==> src/rtl/bus_seq_pkg.sv <==
package bus_seq_pkg;

   typedef enum logic [2:0] {
      K_FETCH = 3'd0,
      K_MRD   = 3'd1,
      K_MWR   = 3'd2,
      K_PRD   = 3'd3,
      K_PWR   = 3'd4
   } cyc_kind_e;

   typedef enum logic [2:0] {
      TS_IDLE = 3'd0,
      TS_T1   = 3'd1,
      TS_T2   = 3'd2,
      TS_T3   = 3'd3,
      TS_T4   = 3'd4
   } tstate_e;

   typedef struct packed {
      logic space_io;
      logic st1;
      logic st0;
   } cyc_tag_t;

   function automatic logic kind_legal(input logic [2:0] k);
      return k <= 3'd4;
   endfunction

   function automatic logic kind_writes(input cyc_kind_e k);
      return (k == K_MWR) || (k == K_PWR);
   endfunction

   function automatic cyc_tag_t tag_of(input cyc_kind_e k);
      cyc_tag_t t;
      case (k)
         K_FETCH: t = '{space_io: 1'b0, st1: 1'b1, st0: 1'b1};
         K_MRD:   t = '{space_io: 1'b0, st1: 1'b1, st0: 1'b0};
         K_MWR:   t = '{space_io: 1'b0, st1: 1'b0, st0: 1'b1};
         K_PRD:   t = '{space_io: 1'b1, st1: 1'b1, st0: 1'b0};
         K_PWR:   t = '{space_io: 1'b1, st1: 1'b0, st0: 1'b1};
         default: t = '0;
      endcase
      return t;
   endfunction

   function automatic tstate_e final_state(input cyc_kind_e k);
      return (k == K_FETCH) ? TS_T4 : TS_T3;
   endfunction

endpackage

==> src/rtl/tstate_clkgen.sv <==
module tstate_clkgen #(
   parameter int DIV = 2
) (
   input  logic clk,
   input  logic rst_n,
   output logic tick,
   output logic clk_out
);
   localparam int CW   = (DIV > 2) ? $clog2(DIV) : 1;
   localparam int HALF = DIV / 2;

   initial begin
      assert (DIV >= 2 && (DIV % 2) == 0)
         else $error("tstate_clkgen: DIV must be even and at least 2");
   end

   generate
      if (DIV == 2) begin : g_toggle
         logic ph;
         always_ff @(posedge clk or negedge rst_n) begin
            if (!rst_n) ph <= 1'b0;
            else        ph <= ~ph;
         end
         assign tick    = ph;
         assign clk_out = ~ph;
      end else begin : g_count
         logic [CW-1:0] cnt;
         always_ff @(posedge clk or negedge rst_n) begin
            if (!rst_n)                   cnt <= '0;
            else if (cnt == CW'(DIV - 1)) cnt <= '0;
            else                          cnt <= cnt + 1'b1;
         end
         assign tick    = (cnt == CW'(DIV - 1));
         assign clk_out = (cnt < CW'(HALF));
      end
   endgenerate

   AST_TICK_SPACED: assert property (@(posedge clk) disable iff (!rst_n)
      tick |=> !tick);

endmodule

==> src/rtl/cycle_fsm.sv <==
module cycle_fsm
   import bus_seq_pkg::*;
#(
   parameter int ADDR_W = 16,
   parameter int DATA_W = 8
) (
   input  logic              clk,
   input  logic              rst_n,
   input  logic              tick,
   input  logic              req_valid,
   input  logic [2:0]        req_kind,
   input  logic [ADDR_W-1:0] req_addr,
   input  logic [DATA_W-1:0] req_wdata,
   output logic              req_ready,
   output tstate_e           state,
   output cyc_kind_e         kind_q,
   output logic [ADDR_W-1:0] addr_q,
   output logic [DATA_W-1:0] wdata_q,
   output logic              cycle_end
);
   logic at_final;
   logic can_take;
   logic take;

   assign at_final  = (state == final_state(kind_q));
   assign can_take  = (state == TS_IDLE) || at_final;
   assign req_ready = tick && can_take;
   assign take      = req_ready && req_valid && kind_legal(req_kind);
   assign cycle_end = tick && at_final;

   always_ff @(posedge clk or negedge rst_n) begin
      if (!rst_n) begin
         state   <= TS_IDLE;
         kind_q  <= K_MRD;
         addr_q  <= '0;
         wdata_q <= '0;
      end else if (take) begin
         state   <= TS_T1;
         kind_q  <= cyc_kind_e'(req_kind);
         addr_q  <= req_addr;
         wdata_q <= req_wdata;
      end else if (tick) begin
         case (state)
            TS_T1:   state <= TS_T2;
            TS_T2:   state <= TS_T3;
            TS_T3:   state <= at_final ? TS_IDLE : TS_T4;
            default: state <= TS_IDLE;
         endcase
      end
   end

   AST_HOLD_BETWEEN_TICKS: assert property (@(posedge clk) disable iff (!rst_n)
      !tick |=> $stable(state));
   AST_T4_ONLY_FETCH: assert property (@(posedge clk) disable iff (!rst_n)
      (state == TS_T4) |-> (kind_q == K_FETCH));

endmodule

==> src/rtl/bus_pin_decode.sv <==
module bus_pin_decode
   import bus_seq_pkg::*;
#(
   parameter int ADDR_W = 16,
   parameter int DATA_W = 8
) (
   input  logic                     clk,
   input  logic                     rst_n,
   input  tstate_e                  state,
   input  cyc_kind_e                kind_q,
   input  logic [ADDR_W-1:0]        addr_q,
   input  logic [DATA_W-1:0]        wdata_q,
   output logic [ADDR_W-DATA_W-1:0] addr_hi,
   output logic [DATA_W-1:0]        ad_out,
   output logic                     ad_oe,
   output logic                     ale,
   output logic                     rd_n,
   output logic                     wr_n,
   output logic                     space_io,
   output logic                     stat1,
   output logic                     stat0
);
   localparam int LO_W = DATA_W;

   logic     active;
   logic     in_t1;
   logic     strobe_win;
   logic     wr_kind;
   cyc_tag_t tag;

   assign active     = (state != TS_IDLE);
   assign in_t1      = (state == TS_T1);
   assign strobe_win = (state == TS_T2) || (state == TS_T3);
   assign wr_kind    = kind_writes(kind_q);
   assign tag        = active ? tag_of(kind_q) : '0;

   always_comb begin
      addr_hi  = active ? addr_q[ADDR_W-1:LO_W] : '0;
      ale      = in_t1;
      ad_oe    = in_t1 || (strobe_win && wr_kind);
      if (in_t1)                     ad_out = addr_q[LO_W-1:0];
      else if (strobe_win && wr_kind) ad_out = wdata_q;
      else                           ad_out = '0;
      rd_n     = !(strobe_win && !wr_kind);
      wr_n     = !(strobe_win && wr_kind);
      space_io = tag.space_io;
      stat1    = tag.st1;
      stat0    = tag.st0;
   end

   AST_ALE_WITH_DRIVE: assert property (@(posedge clk) disable iff (!rst_n)
      ale |-> ad_oe);
   AST_READ_RELEASES: assert property (@(posedge clk) disable iff (!rst_n)
      !rd_n |-> !ad_oe);
   AST_ONE_STROBE: assert property (@(posedge clk) disable iff (!rst_n)
      rd_n || wr_n);
   AST_HI_STEADY: assert property (@(posedge clk) disable iff (!rst_n)
      (active && !ale) |-> $stable(addr_hi));

endmodule

==> src/rtl/read_capture.sv <==
module read_capture
   import bus_seq_pkg::*;
#(
   parameter int DATA_W = 8
) (
   input  logic              clk,
   input  logic              rst_n,
   input  logic              tick,
   input  tstate_e           state,
   input  cyc_kind_e         kind_q,
   input  logic              cycle_end,
   input  logic [DATA_W-1:0] ad_in,
   output logic [DATA_W-1:0] rdata,
   output logic              done
);
   logic grab;
   assign grab = tick && (state == TS_T3) && !kind_writes(kind_q);

   always_ff @(posedge clk or negedge rst_n) begin
      if (!rst_n) begin
         rdata <= '0;
         done  <= 1'b0;
      end else begin
         if (grab) rdata <= ad_in;
         done <= cycle_end;
      end
   end

   AST_DONE_ONE_CYCLE: assert property (@(posedge clk) disable iff (!rst_n)
      done |=> !done);

endmodule

==> src/rtl/bus_cycle_seq.sv <==
module bus_cycle_seq
   import bus_seq_pkg::*;
#(
   parameter int ADDR_W = 16,
   parameter int DATA_W = 8,
   parameter int DIV    = 2
) (
   input  logic                     clk,
   input  logic                     rst_n,
   input  logic                     req_valid,
   input  logic [2:0]               req_kind,
   input  logic [ADDR_W-1:0]        req_addr,
   input  logic [DATA_W-1:0]        req_wdata,
   output logic                     req_ready,
   output logic [ADDR_W-DATA_W-1:0] addr_hi,
   output logic [DATA_W-1:0]        ad_out,
   output logic                     ad_oe,
   input  logic [DATA_W-1:0]        ad_in,
   output logic                     ale,
   output logic                     rd_n,
   output logic                     wr_n,
   output logic                     space_io,
   output logic                     stat1,
   output logic                     stat0,
   output logic                     clk_out,
   output logic [DATA_W-1:0]        rdata,
   output logic                     done
);
   initial begin
      assert (ADDR_W > DATA_W)
         else $error("bus_cycle_seq: ADDR_W must exceed DATA_W");
   end

   logic              tick;
   logic              cycle_end;
   tstate_e           state;
   cyc_kind_e         kind_q;
   logic [ADDR_W-1:0] addr_q;
   logic [DATA_W-1:0] wdata_q;

   tstate_clkgen #(.DIV(DIV)) u_clk (
      .clk     (clk),
      .rst_n   (rst_n),
      .tick    (tick),
      .clk_out (clk_out)
   );

   cycle_fsm #(.ADDR_W(ADDR_W), .DATA_W(DATA_W)) u_fsm (
      .clk       (clk),
      .rst_n     (rst_n),
      .tick      (tick),
      .req_valid (req_valid),
      .req_kind  (req_kind),
      .req_addr  (req_addr),
      .req_wdata (req_wdata),
      .req_ready (req_ready),
      .state     (state),
      .kind_q    (kind_q),
      .addr_q    (addr_q),
      .wdata_q   (wdata_q),
      .cycle_end (cycle_end)
   );

   bus_pin_decode #(.ADDR_W(ADDR_W), .DATA_W(DATA_W)) u_pins (
      .clk      (clk),
      .rst_n    (rst_n),
      .state    (state),
      .kind_q   (kind_q),
      .addr_q   (addr_q),
      .wdata_q  (wdata_q),
      .addr_hi  (addr_hi),
      .ad_out   (ad_out),
      .ad_oe    (ad_oe),
      .ale      (ale),
      .rd_n     (rd_n),
      .wr_n     (wr_n),
      .space_io (space_io),
      .stat1    (stat1),
      .stat0    (stat0)
   );

   read_capture #(.DATA_W(DATA_W)) u_cap (
      .clk       (clk),
      .rst_n     (rst_n),
      .tick      (tick),
      .state     (state),
      .kind_q    (kind_q),
      .cycle_end (cycle_end),
      .ad_in     (ad_in),
      .rdata     (rdata),
      .done      (done)
   );

   AST_STROBE_NOT_IN_T1: assert property (@(posedge clk) disable iff (!rst_n)
      ale |-> (rd_n && wr_n));

endmodule

==> config.mk <==
export PLATFORM = sky130hd
export DESIGN_NAME = bus_cycle_seq
export DESIGN_NICKNAME = d
export VERILOG_FILES = /design/src/rtl/bus_seq_pkg.sv /design/src/rtl/tstate_clkgen.sv /design/src/rtl/cycle_fsm.sv /design/src/rtl/bus_pin_decode.sv /design/src/rtl/read_capture.sv /design/src/rtl/bus_cycle_seq.sv
export SDC_FILE = /design/constraint.sdc
export NUM_CORES = 1
export LEC_CHECK = 0
export BUFFER_PORTS_ARGS = -buffer_cell sky130_fd_sc_hd__buf_2
export CAP_MARGIN = 25
export CORE_MARGIN = 10
export CORE_UTILIZATION = 36
export CTS_CLUSTER_DIAMETER = 120
export CTS_CLUSTER_SIZE = 40
export DETAILED_ROUTE_END_ITERATION = 7
export PLACE_DENSITY = 0.64
export SLEW_MARGIN = 15
export SYNTH_ARGS = -nofsm -noshare
export SYNTH_HDL_FRONTEND = slang
export SYNTH_HIERARCHICAL = 1
export SYNTH_SLANG_ARGS = --single-unit
==> constraint.sdc <==
create_clock -name clk -period 5.1 [get_ports clk]
set_input_delay 0 -clock clk [delete_from_list [all_inputs] [get_ports clk]]
set_output_delay 0 -clock clk [all_outputs]
set_load 0.005 [all_outputs]
==> metrics.md, run 1 <==
| Metric | Value |
|---|---|
| Status | `complete, no violations` |
| I/O Buffers | `71` |
| Post-route DRC | `0` |
| # Max-Cap Violations | `0` |
| Endpoints failing setup | `0` |
| Int Power | `1.071 mW` |
| # rows | `27` |
| Startpoint Class | `flop` |
| Flops & latches, synth | `40` |
| GR Overflow Total | `0` |
| Mapped Cells | `149` |
| Die H | `95.32 um` |
| Final hold vios | `0` |
| Min cycle time layout | `2110 ps` |
| Later-pin clock latency in the skew report | `290 ps` |
| Mapped cell area | `2042 um^2` |
| Layout Nets | `296` |
| Async SR Flop Fraction | `100.0%` |
| Cts bufs inserted | `5` |
| Sink Count | `40` |
| First-pass GRT wire length | `8.631 mm` |
| Critical Path RT | `5280 ps` |
| Initial antenna violation count | `0` |
| Worst Setup End Kind | `flop` |
| Max FO, Critical Path | `27` |
| Reg clk slew, reported paths | `80 ps` |
| P_sw | `0.5768 mW` |
| Chip width | `95.32 um` |
| Slew Viols, Final | `0` |
| IO Pins | `72` |
| Final WL | `5.352 mm` |
| Worst Clk Skew | `8.509 ps` |
| LEAKAGE | `1.432 nW` |
| Syn nets | `187` |
| Utilization of the core after routing | `53.01%` |
| Placer Congestion | `0.8074` |
| Sequential power share | `37.6%` |
| Sw Share | `35.00%` |
| CTS tree | `done` |
| Yosys cell types | `38` |
| Max-slew headroom | `34.89%` |
| Slew @ Worst Pin | `973.4 ps` |
| Register area share after synthesis | `49.08%` |
| DR iter-0 viols | `90` |
| Largest net degree at the start of global routing | `41` |
| DR vias | `1580` |
| Arr. time, crit path | `2290 ps` |
| PwrDens | `564.6 nW/um^2` |
| Post-synth EDFFs | `0` |
| Setup CP Type | `flop to flop` |
| Area growth syn-to-layout | `42.95%` |
| Vias in the first global route | `1665` |
| FMAX | `473.8 MHz` |
| Filler cells | `492` |
| Final hold slack | `113.8 ps` |
| Setup Buffers After CTS | `0` |
| Share of cells above drive strength 1 | `47.10%` |
| Clock power frac | `14.1%` |
| DRT antenna net count | `0` |
| Max VDD drop | `0.0002007 V` |
| Post-Syn Area per Cell | `13.70 um^2` |
| Top FF cell, synth | `dfrtp_1` |
| DIE AREA | `9085 um^2` |
| Commonest non-fill, non-tap cell in the layout | `buf_2` |
| Finished Cell Area | `2919 um^2` |
| Unrepaired setup endpoints after global routing | `no` |
| Most frequent cells in the layout | `buf_2 (71), dfrtp_1 (39), dlygate4sd3_1 (36)` |
| Post-DP HPWL | `3.556 mm` |
| Initial core utilization | `37.08%` |
| Synth Warn # | `6` |
| Drt via density | `4.759` |
| Worst hold-check path type | `input port to asynchronous set/reset pin` |
| Setup TNS | `0 ps` |
| Pre-antenna DRT Iters | `4` |
| Combinational Power Share | `48.4%` |
| Dpl cell area | `2436 um^2` |
| Drt wl/cell | `16.12 um` |
| Max clock buf depth | `2` |
| Core area | `5507 um^2` |
| H-tree lvl count | `2` |
| Root Buffer | `clkbuf_8` |
| Total track usage | `12.07%` |
| Period utilisation layout | `41.38%` |
-- area by class of cell --
type	count	area, um^2	area share, %
diodes	1	2.502	0.08573
inverters	3	11.26	0.3858
flip-flops and latches	40	1002	34.33
well taps	72	90.09	3.086
multi-input cells	99	969.7	33.22
clock buffers	8	100.1	3.429
repair buffers	109	743.2	25.46
-- what timing repair did --
| action | CTS | global route |
|---|---|---|
| hold endpoints to repair | 74 | 0 |
| hold buffers | 36 | 0 |
| resized for setup | 0 | 0 |
-- routing by layer --
layer / share of wire [%] / wire length [um] / track usage [%]
met5: 0 / 0 / 0
met4: 2.3 / 125 / 5.486
met3: 7.4 / 394 / 3.928
met2: 48 / 2551 / 18.47
met1: 43 / 2279 / 15.14
-- critical path: stages (launching register included) --
cell and delay [ps]:
dfrtp_1 730, nand3b_1 240, o32ai_2 250, nand2_4 340, mux2_4 400
-- cells in the mapped netlist, types with 2 or more instances --
cell / instances / area, um^2
nor3_1: 2 / 10.01
nor2_1: 3 / 11.26
dfrtp_1: 39 / 975.9
mux2_4: 20 / 300.3
inv_1: 3 / 11.26
o21ai_0: 3 / 15.01
nor4bb_1: 8 / 80.08
nand3b_1: 3 / 22.52
buf_2: 2 / 10.01
a22o_1: 8 / 70.07
buf_6: 3 / 33.78
a211oi_1: 2 / 15.01
nor2b_1: 9 / 56.30
nand2_1: 4 / 15.01
buf_4: 2 / 15.01
mux2_2: 16 / 180.2
-- through the flow --
stage,setup slack [ps],power [mW],instances
after floorplan,3310,1.147,149
after global placement,3100,1.388,286
after detailed placement,3017,1.407,286
after CTS,2999,1.667,330
after global routing,2849,1.776,331
final,2990,1.648,332
-- logic make-up after synthesis --
family | synth area share [%]
flip-flops | 49.08
XOR/XNOR | 0.8580
multiplexers | 23.53
AND/OR/NAND/NOR | 13.24
buffers and inverters | 3.431
AO/OA/AOI/OAI | 9.866
-- state kept, by name (all words and copies together), names as in the netlist --
register	flops
u_fsm/wdata_q	8
u_cap/rdata	8
u_fsm/addr_q	16
u_clk/tick	1
u_fsm/state	3
u_cap/done	1
u_fsm/kind_q	3
-- power by group through the flow --
stage,Sequential (mW),Clock (mW),Combinational (mW)
4_1_cts,0.618,0.240,0.808
3_3_place_gp,0.616,0,0.772
3_5_place_dp,0.624,0,0.783
5_1_grt,0.644,0.256,0.876
6_report,0.619,0.232,0.797
2_1_floorplan,0.577,0,0.570
-- worst paths after layout --
path                                            start                      endpoint  slack, ps  cells after the start
hold reg to reg            u_cap/rdata[0]$_DFFE_PN0P_    u_cap/rdata[0]$_DFFE_PN0P_        500                      1
max in group asynchronous                       rst_n   u_fsm/kind_q[0]$_DFFE_PN1P_       4460                      3
hold / removal                                  rst_n    u_cap/rdata[3]$_DFFE_PN0P_        110                      2
setup reg to reg           u_fsm/state[1]$_DFFE_PN0P_  u_fsm/wdata_q[4]$_DFFE_PN0P_       2990                      4
min in group clk                            req_valid    u_fsm/state[0]$_DFFE_PN0P_        140                      5
setup / recovery           u_fsm/state[1]$_DFFE_PN0P_  u_fsm/wdata_q[4]$_DFFE_PN0P_       2990                      4
Power figures use the tool's default switching activity.
==> inputs of run 2 (changes only) <==
Settings changed: ABC_AREA from default to 1, PLACE_DENSITY 0.64 to 0.63.
Clock period 5.1 ns to 1.95 ns, I/O delays scaled along.
==> run 2 against run 1 <==
Clock skew decreased by 3.7 ps. Register-to-register slack got worse by 2700 ps. Power increased to 2.8 times the previous value. Critical path depth increased by 3. Largest cell class unchanged.
==> metrics.md, run 2 <==
| Metric | Value |
|---|---|
| Max FO, Critical Path | `28` |
| Worst R2R Start | `u_fsm/state[0]$_DFFE_PN0P_` |
| Synth Warn # | `6` |
| Die H | `96.85 um` |
| Total power | `4.561 mW` |
| Max VDD drop | `0.0008139 V` |
| Layout Nets | `404` |
| Largest net degree at the start of global routing | `29` |
| Post-synth EDFFs | `0` |
| Biggest regs | `u_fsm/addr_q x16, u_cap/rdata x8, u_fsm/wdata_q x8` |
| Reg with most FFs | `u_fsm/addr_q` |
| Max reg flops | `16` |
| H-tree lvl count | `2` |
| Unrepaired setup endpoints after global routing | `no` |
| First-pass GRT wire length | `10.40 mm` |
| Initial core utilization | `37.91%` |
| Post-DP HPWL | `4.112 mm` |
| Cell count after placement | `395` |
| Area growth syn-to-layout | `40.26%` |
| R2R Setup Slk | `290 ps` |
| Mapped cell area | `2126 um^2` |
| Final hold vios | `0` |
| Worst Setup End Kind | `primary output` |
| Endpoints failing setup | `0` |
| Max-slew headroom | `62.61%` |
| Critical Path RT | `1950 ps` |
| Setup TNS | `0 ps` |
| Setup CP Type | `flop to primary output` |
| Startpoint Class | `flop` |
| Max clock buf depth | `2` |
| CTS tree | `done` |
| DR vias | `2055` |
| Commonest non-fill, non-tap cell in the layout | `nand2_1` |
| Drt via density | `4.649` |
| Most common cell in the netlist | `nand2_1` |
| Critical path's slowest cell | `dfrtp_1` |
| Later-pin clock latency in the skew report | `290 ps` |
| Reg2Reg Depth | `8` |
| Flops & latches, synth | `40` |
| Status | `complete, no violations` |
| Worst hold-check path type | `input port to asynchronous set/reset pin` |
| Crit. Startpoint | `u_fsm/state[0]$_DFFE_PN0P_` |
| Cts bufs inserted | `5` |
| FMAX | `570.1 MHz` |
| Cell Chain, Critical Path | `nor2_2 > nand2_1 > nand2_1 > nand3_2 > nand2_2 > buf_4 > buf_2` |
| Worst stage delay on the critical path | `490 ps` |
| Syn nets | `297` |
| DIE AREA | `9379 um^2` |
| Share of cells above drive strength 1 | `31.06%` |
| Period utilisation layout | `89.95%` |
| Arr. time, crit path | `1750 ps` |
| I/O Buffers | `71` |
| Reg clk slew, reported paths | `70 ps` |
| Most frequent cells in the layout | `nand2_1 (100), buf_2 (71), dfrtp_1 (39)` |
| Root Buffer | `clkbuf_8` |
| Min cycle time layout | `1754 ps` |
| Layout Cells excl Fill | `442` |
| Drt wl/cell | `13.66 um` |
| Chip width | `96.85 um` |
| # rows | `27` |
| LEAKAGE | `1.644 nW` |
| # Max-Cap Violations | `0` |
| Worst setup endpoint | `req_ready` |
| Core area | `5608 um^2` |
| Vias in the first global route | `2092` |
| Largest cells by area after synthesis | `dfrtp_1 (46%), nand2_1 (18%), nand3_1 (8.9%)` |
| Final WL | `6.036 mm` |
| Slew Viols, Final | `0` |
| Register area share after synthesis | `47.15%` |
| PwrDens | `1530 nW/um^2` |
| Worst Clk Skew | `4.781 ps` |
| DRT antenna net count | `0` |
| Slew @ Worst Pin | `558.9 ps` |
| Pre-antenna DRT Iters | `4` |
| DR iter-0 viols | `123` |
| Post-route DRC | `0` |
| Post-Syn Area per Cell | `8.208 um^2` |
| Top FF cell, synth | `dfrtp_1` |
| Total track usage | `13.03%` |
| Critical R2R Capture | `u_fsm/wdata_q[7]$_DFFE_PN0P_` |
| Mapped Cells | `259` |
| Largest area contributor in the netlist | `dfrtp_1` |
| Placer Congestion | `0.7549` |
| IO Pins | `72` |
| Setup Buffers After CTS | `0` |
| Sink Count | `40` |
| Worst path most repeated cell | `nand2_1` |
| Async SR Flop Fraction | `100.0%` |
| Share of the synthesized area in the top cell type | `45.91%` |
| GR Overflow Total | `0` |
| Yosys cell types | `30` |
| Initial antenna violation count | `3` |
| Synth cell count leaders | `nand2_1 (100), dfrtp_1 (39), nand3_1 (38)` |
-- run 2: where the power goes --
part / switching [mW] / internal (mW) / total, mW
combinational: 1.41 / 0.916 / 2.33
sequential: 0.274 / 1.21 / 1.49
clock: 0.290 / 0.452 / 0.742
total: 1.98 / 2.58 / 4.56
-- run 2: how the worst min path moves through the flow --
stage / start / endpoint / slack (ps) / cells past startpoint
after detailed placement: rst_n / u_clk/tick$_DFF_PN0_ / -10 / 1
after floorplan: rst_n / u_cap/done$_DFF_PN0_ / -300 / 0
final: rst_n / u_clk/tick$_DFF_PN0_ / 200 / 2
after CTS: rst_n / u_fsm/wdata_q[5]$_DFFE_PN0P_ / 210 / 2
after global placement: rst_n / u_cap/done$_DFF_PN0_ / -5 / 1
after global routing: rst_n / u_cap/rdata[3]$_DFFE_PN0P_ / 250 / 2
-- run 2: timing repair --
item	4_1_cts	5_1_grt
gates resized for setup	0	0
hold buffers	36	0
endpoints found under the hold margin	55	0
-- run 2: cells by family after synthesis --
kind of cell           after synthesis  share of synthesized area (%)
AO/OA/AOI/OAI                        8                          2.943
flip-flops                          40                          47.15
AND/OR/NAND/NOR                    176                          40.14
buffers and inverters               35                          9.770
-- run 2: through the flow --
step	setup WS [ps]	util [%]	instance area (um^2)	hold WS [ps]
3_5_place_dp	285.6	44.36	2487	-10.06
5_1_grt	82.80	53.17	2982	252.7
3_3_place_gp	327.7	44.36	2487	-5.058
6_report	196.0	53.17	2982	199.8
2_1_floorplan	521.2	-	2126	-295.6
4_1_cts	183.7	53.03	2974	208.4
-- run 2: area by class of cell --
type / instances / area [um^2]
Antenna cell: 3 / 7.507
Timing Repair Buffer: 112 / 753.2
Tap cell: 72 / 90.09
Inverter: 23 / 86.33
Multi-Input combinational cell: 184 / 915.9
Clock inverter: 1 / 30.03
Sequential cell: 40 / 1002
Clock buffer: 7 / 96.34
Fill cell: 570 / 2626
-- run 2: routing by layer --
| layer | track usage, % | vias to the layer above | wire length (um) |
|---|---|---|---|
| li1 | - | 1030 | - |
| met1 | 15.91 | 955 | 2596 |
| met2 | 20.81 | 58 | 2942 |
| met3 | 3.974 | 12 | 337 |
| met4 | 5.299 | 0 | 160 |
| met5 | 0 | - | 0 |
-- run 2: critical path: cells and delay by family, from the launching register on --
kind / cells / cell delay [ps]
buf+inv: 2 / 470
flops: 1 / 490
simple gates: 5 / 500
==> inputs of run 3 (changes only) <==
Settings changed: CAP_MARGIN 25 to 10, PLACE_DENSITY 0.63 to default, SYNTH_HIERARCHICAL 1 to default.
==> run 3 against run 2 <==
Clock skew grew 3.1 ps. Count of clock-buffer cells in the layout decreased by 1. Synthesized area decreased by 6.7%. Critical path depth is 2 lower. Worst hold slack better by 26 ps. Final cell count fell by 3.8%. Via count decreased by 5.8%. Critical path type unchanged. Highest routed layer unchanged.
==> metrics.md, run 3 <==
| Metric | Value |
|---|---|
| Max VDD drop | `0.0006957 V` |
| R2R Setup Slk | `300 ps` |
| Top FF cell, synth | `dfrtp_1` |
| Min cycle time layout | `1728 ps` |
| GR Overflow Total | `0` |
| Unrepaired setup endpoints after global routing | `no` |
| Async SR Flop Fraction | `100.0%` |
| Worst Clk Skew | `7.862 ps` |
| Setup WS pre-CTS | `301.6 ps` |
| Cell count after placement | `381` |
| Biggest regs | `u_fsm.addr_q x16, u_cap.rdata x8, u_fsm.wdata_q x8` |
| Startpoint Class | `flop` |
| PwrDens | `1399 nW/um^2` |
| Post-route DRC | `0` |
| DIE AREA | `8882 um^2` |
| # Max-Cap Violations | `0` |
| Largest cells by area after synthesis | `dfrtp_1 (49%), nand2_1 (15%), nand4_1 (8.5%)` |
| Layout Cells excl Fill | `425` |
| Total track usage | `13.43%` |
| Most common cell in the netlist | `nand2_1` |
| Reg clk slew, reported paths | `80 ps` |
| Area growth syn-to-layout | `45.71%` |
| Setup TNS | `0 ps` |
| Drt wl/cell | `13.37 um` |
| Reg with most FFs | `u_fsm.addr_q` |
| Flops & latches, synth | `40` |
| Initial core utilization | `37.89%` |
| Die H | `94.25 um` |
| Initial antenna violation count | `0` |
| Pre-antenna DRT Iters | `4` |
| IO Pins | `72` |
| Largest area contributor in the netlist | `dfrtp_1` |
| Post-synth EDFFs | `0` |
| Period utilisation layout | `88.64%` |
| Final hold vios | `0` |
| CTS tree | `done` |
| First-pass GRT wire length | `9.680 mm` |
| Synth Warn # | `0` |
| Later-pin clock latency in the skew report | `290 ps` |
| Setup Buffers After CTS | `0` |
| Crit. Startpoint | `u_fsm.kind_q[1]$_DFFE_PN0P_` |
| Most frequent cells in the layout | `nand2_1 (81), buf_2 (71), dfrtp_1 (39)` |
| Largest net degree at the start of global routing | `41` |
| Synth cell count leaders | `nand2_1 (81), dfrtp_1 (39), inv_1 (34)` |
| H-tree lvl count | `2` |
| Chip width | `94.25 um` |
| Cts bufs inserted | `5` |
| FMAX | `578.6 MHz` |
| Mapped Cells | `247` |
| Root Buffer | `clkbuf_8` |
| DR vias | `1935` |
| Placer Congestion | `0.7970` |
| Endpoints failing setup | `0` |
| Vias in the first global route | `2034` |
| Max reg flops | `16` |
| Worst Setup End Kind | `primary output` |
| DRT antenna net count | `0` |
| Yosys cell types | `26` |
| Status | `complete, no violations` |
| Ant diodes | `0` |
| Max FO, Critical Path | `10` |
| LEAKAGE | `1.589 nW` |
| Setup CP Type | `flop to primary output` |
| I/O Buffers | `71` |
| Register area share after synthesis | `50.50%` |
| Worst hold-check path type | `input port to flop` |
| Share of the synthesized area in the top cell type | `49.18%` |
| Max-slew headroom | `41.15%` |
| Sink Count | `40` |
| Setup ws final | `221.5 ps` |
| Commonest non-fill, non-tap cell in the layout | `nand2_1` |
| Layout Nets | `392` |
| # rows | `26` |
| Slew Viols, Final | `0` |
| Core area | `5238 um^2` |
| Drt via density | `4.553` |
| Syn nets | `285` |
| Post-DP HPWL | `3.986 mm` |
| Finished Cell Area | `2892 um^2` |
| Critical Path RT | `1950 ps` |
| Max clock buf depth | `2` |
| Final WL | `5.681 mm` |
| Share of cells above drive strength 1 | `27.61%` |
| DR iter-0 viols | `69` |
| Post-Syn Area per Cell | `8.034 um^2` |
| Arr. time, crit path | `1730 ps` |
| Slew @ Worst Pin | `882.7 ps` |
| Worst R2R Start | `u_fsm.kind_q[0]$_DFFE_PN1P_` |
| Mapped cell area | `1984 um^2` |
| Worst hold start | `req_valid` |
| Dpl cell area | `2399 um^2` |
==> run 3: changes by cell type after synthesis, moves of 3 or more <==
cell	before	now
buf_2	2	5
nand4_1	8	27
nand2_2	6	3
clkbuf_1	0	5
o21ai_0	1	16
nand2_1	100	81
nor2_1	3	12
inv_1	22	34
nand3_1	38	3
buf_6	8	2
nor2_2	11	1
==> run 3: kinds of logic after synthesis <==
kind of cell	share of synthesized area (%)
AOI/OAI and AO/OA	7.567
DFF	50.50
and+or+nand+nor	31.78
buffers and inverters	10.15
==> run 3: layer usage <==
metal | global-route usage (%) | up-vias | share of wire [%] | wire [um]
li1 | - | 1003 | - | -
met1 | 16.24 | 875 | 45 | 2535
met2 | 21.22 | 53 | 46 | 2626
met3 | 6.075 | 4 | 8.6 | 490
met4 | 3.165 | 0 | 0.51 | 29
met5 | 0 | - | 0 | 0
==> run 3: path summary, 6_finish.rpt <==
path	cells past startpoint	to
setup / recovery	5	ad_out[6]
hold reg to reg	2	u_fsm.wdata_q[0]$_DFFE_PN0P_
min in group asynchronous	2	u_fsm.wdata_q[3]$_DFFE_PN0P_
max in group asynchronous	2	u_fsm.addr_q[0]$_DFFE_PN0P_
hold / removal	4	u_fsm.addr_q[14]$_DFFE_PN0P_
setup reg to reg	7	u_fsm.addr_q[15]$_DFFE_PN0P_
==> run 3: report_power, final <==
group          switching (mW)  internal, mW  total, mW
Sequential              0.219          1.21       1.42
Combinational            1.08         0.736       1.82
Clock                   0.292         0.512      0.804
Total                    1.59          2.45       4.05
==> run 3: critical path, stage by stage, from the launching register on <==
cell and delay (ps):
dfrtp_1 450, inv_1 70, o21ai_2 180, o211ai_2 230, o21ai_0 320, buf_2 180
==> run 3: area by class of cell <==
type | instances | area (um^2)
clock inverter | 2 | 60.06
fill | 490 | 2346
multi-input combinational | 159 | 780.7
tap | 70 | 87.58
clock buffer | 6 | 72.57
sequential | 40 | 1002
inverter | 36 | 135.1
timing repair buffer | 112 | 753.2
==> run 3: per-stage QoR <==
stage	hold WS [ps]	util [%]	power, mW
2_1_floorplan	-295.6	-	2.552
3_3_place_gp	192.1	45.80	3.215
3_5_place_dp	189.3	45.80	3.246
4_1_cts	228.0	55.21	4.108
5_1_grt	232.9	55.21	4.445
6_report	226.2	55.21	4.045
==> run 3: timing repair <==
item / in CTS / in global routing
endpoints found under the hold margin: 74 / 0
resized for setup: 0 / 0
hold buffers: 36 / 0
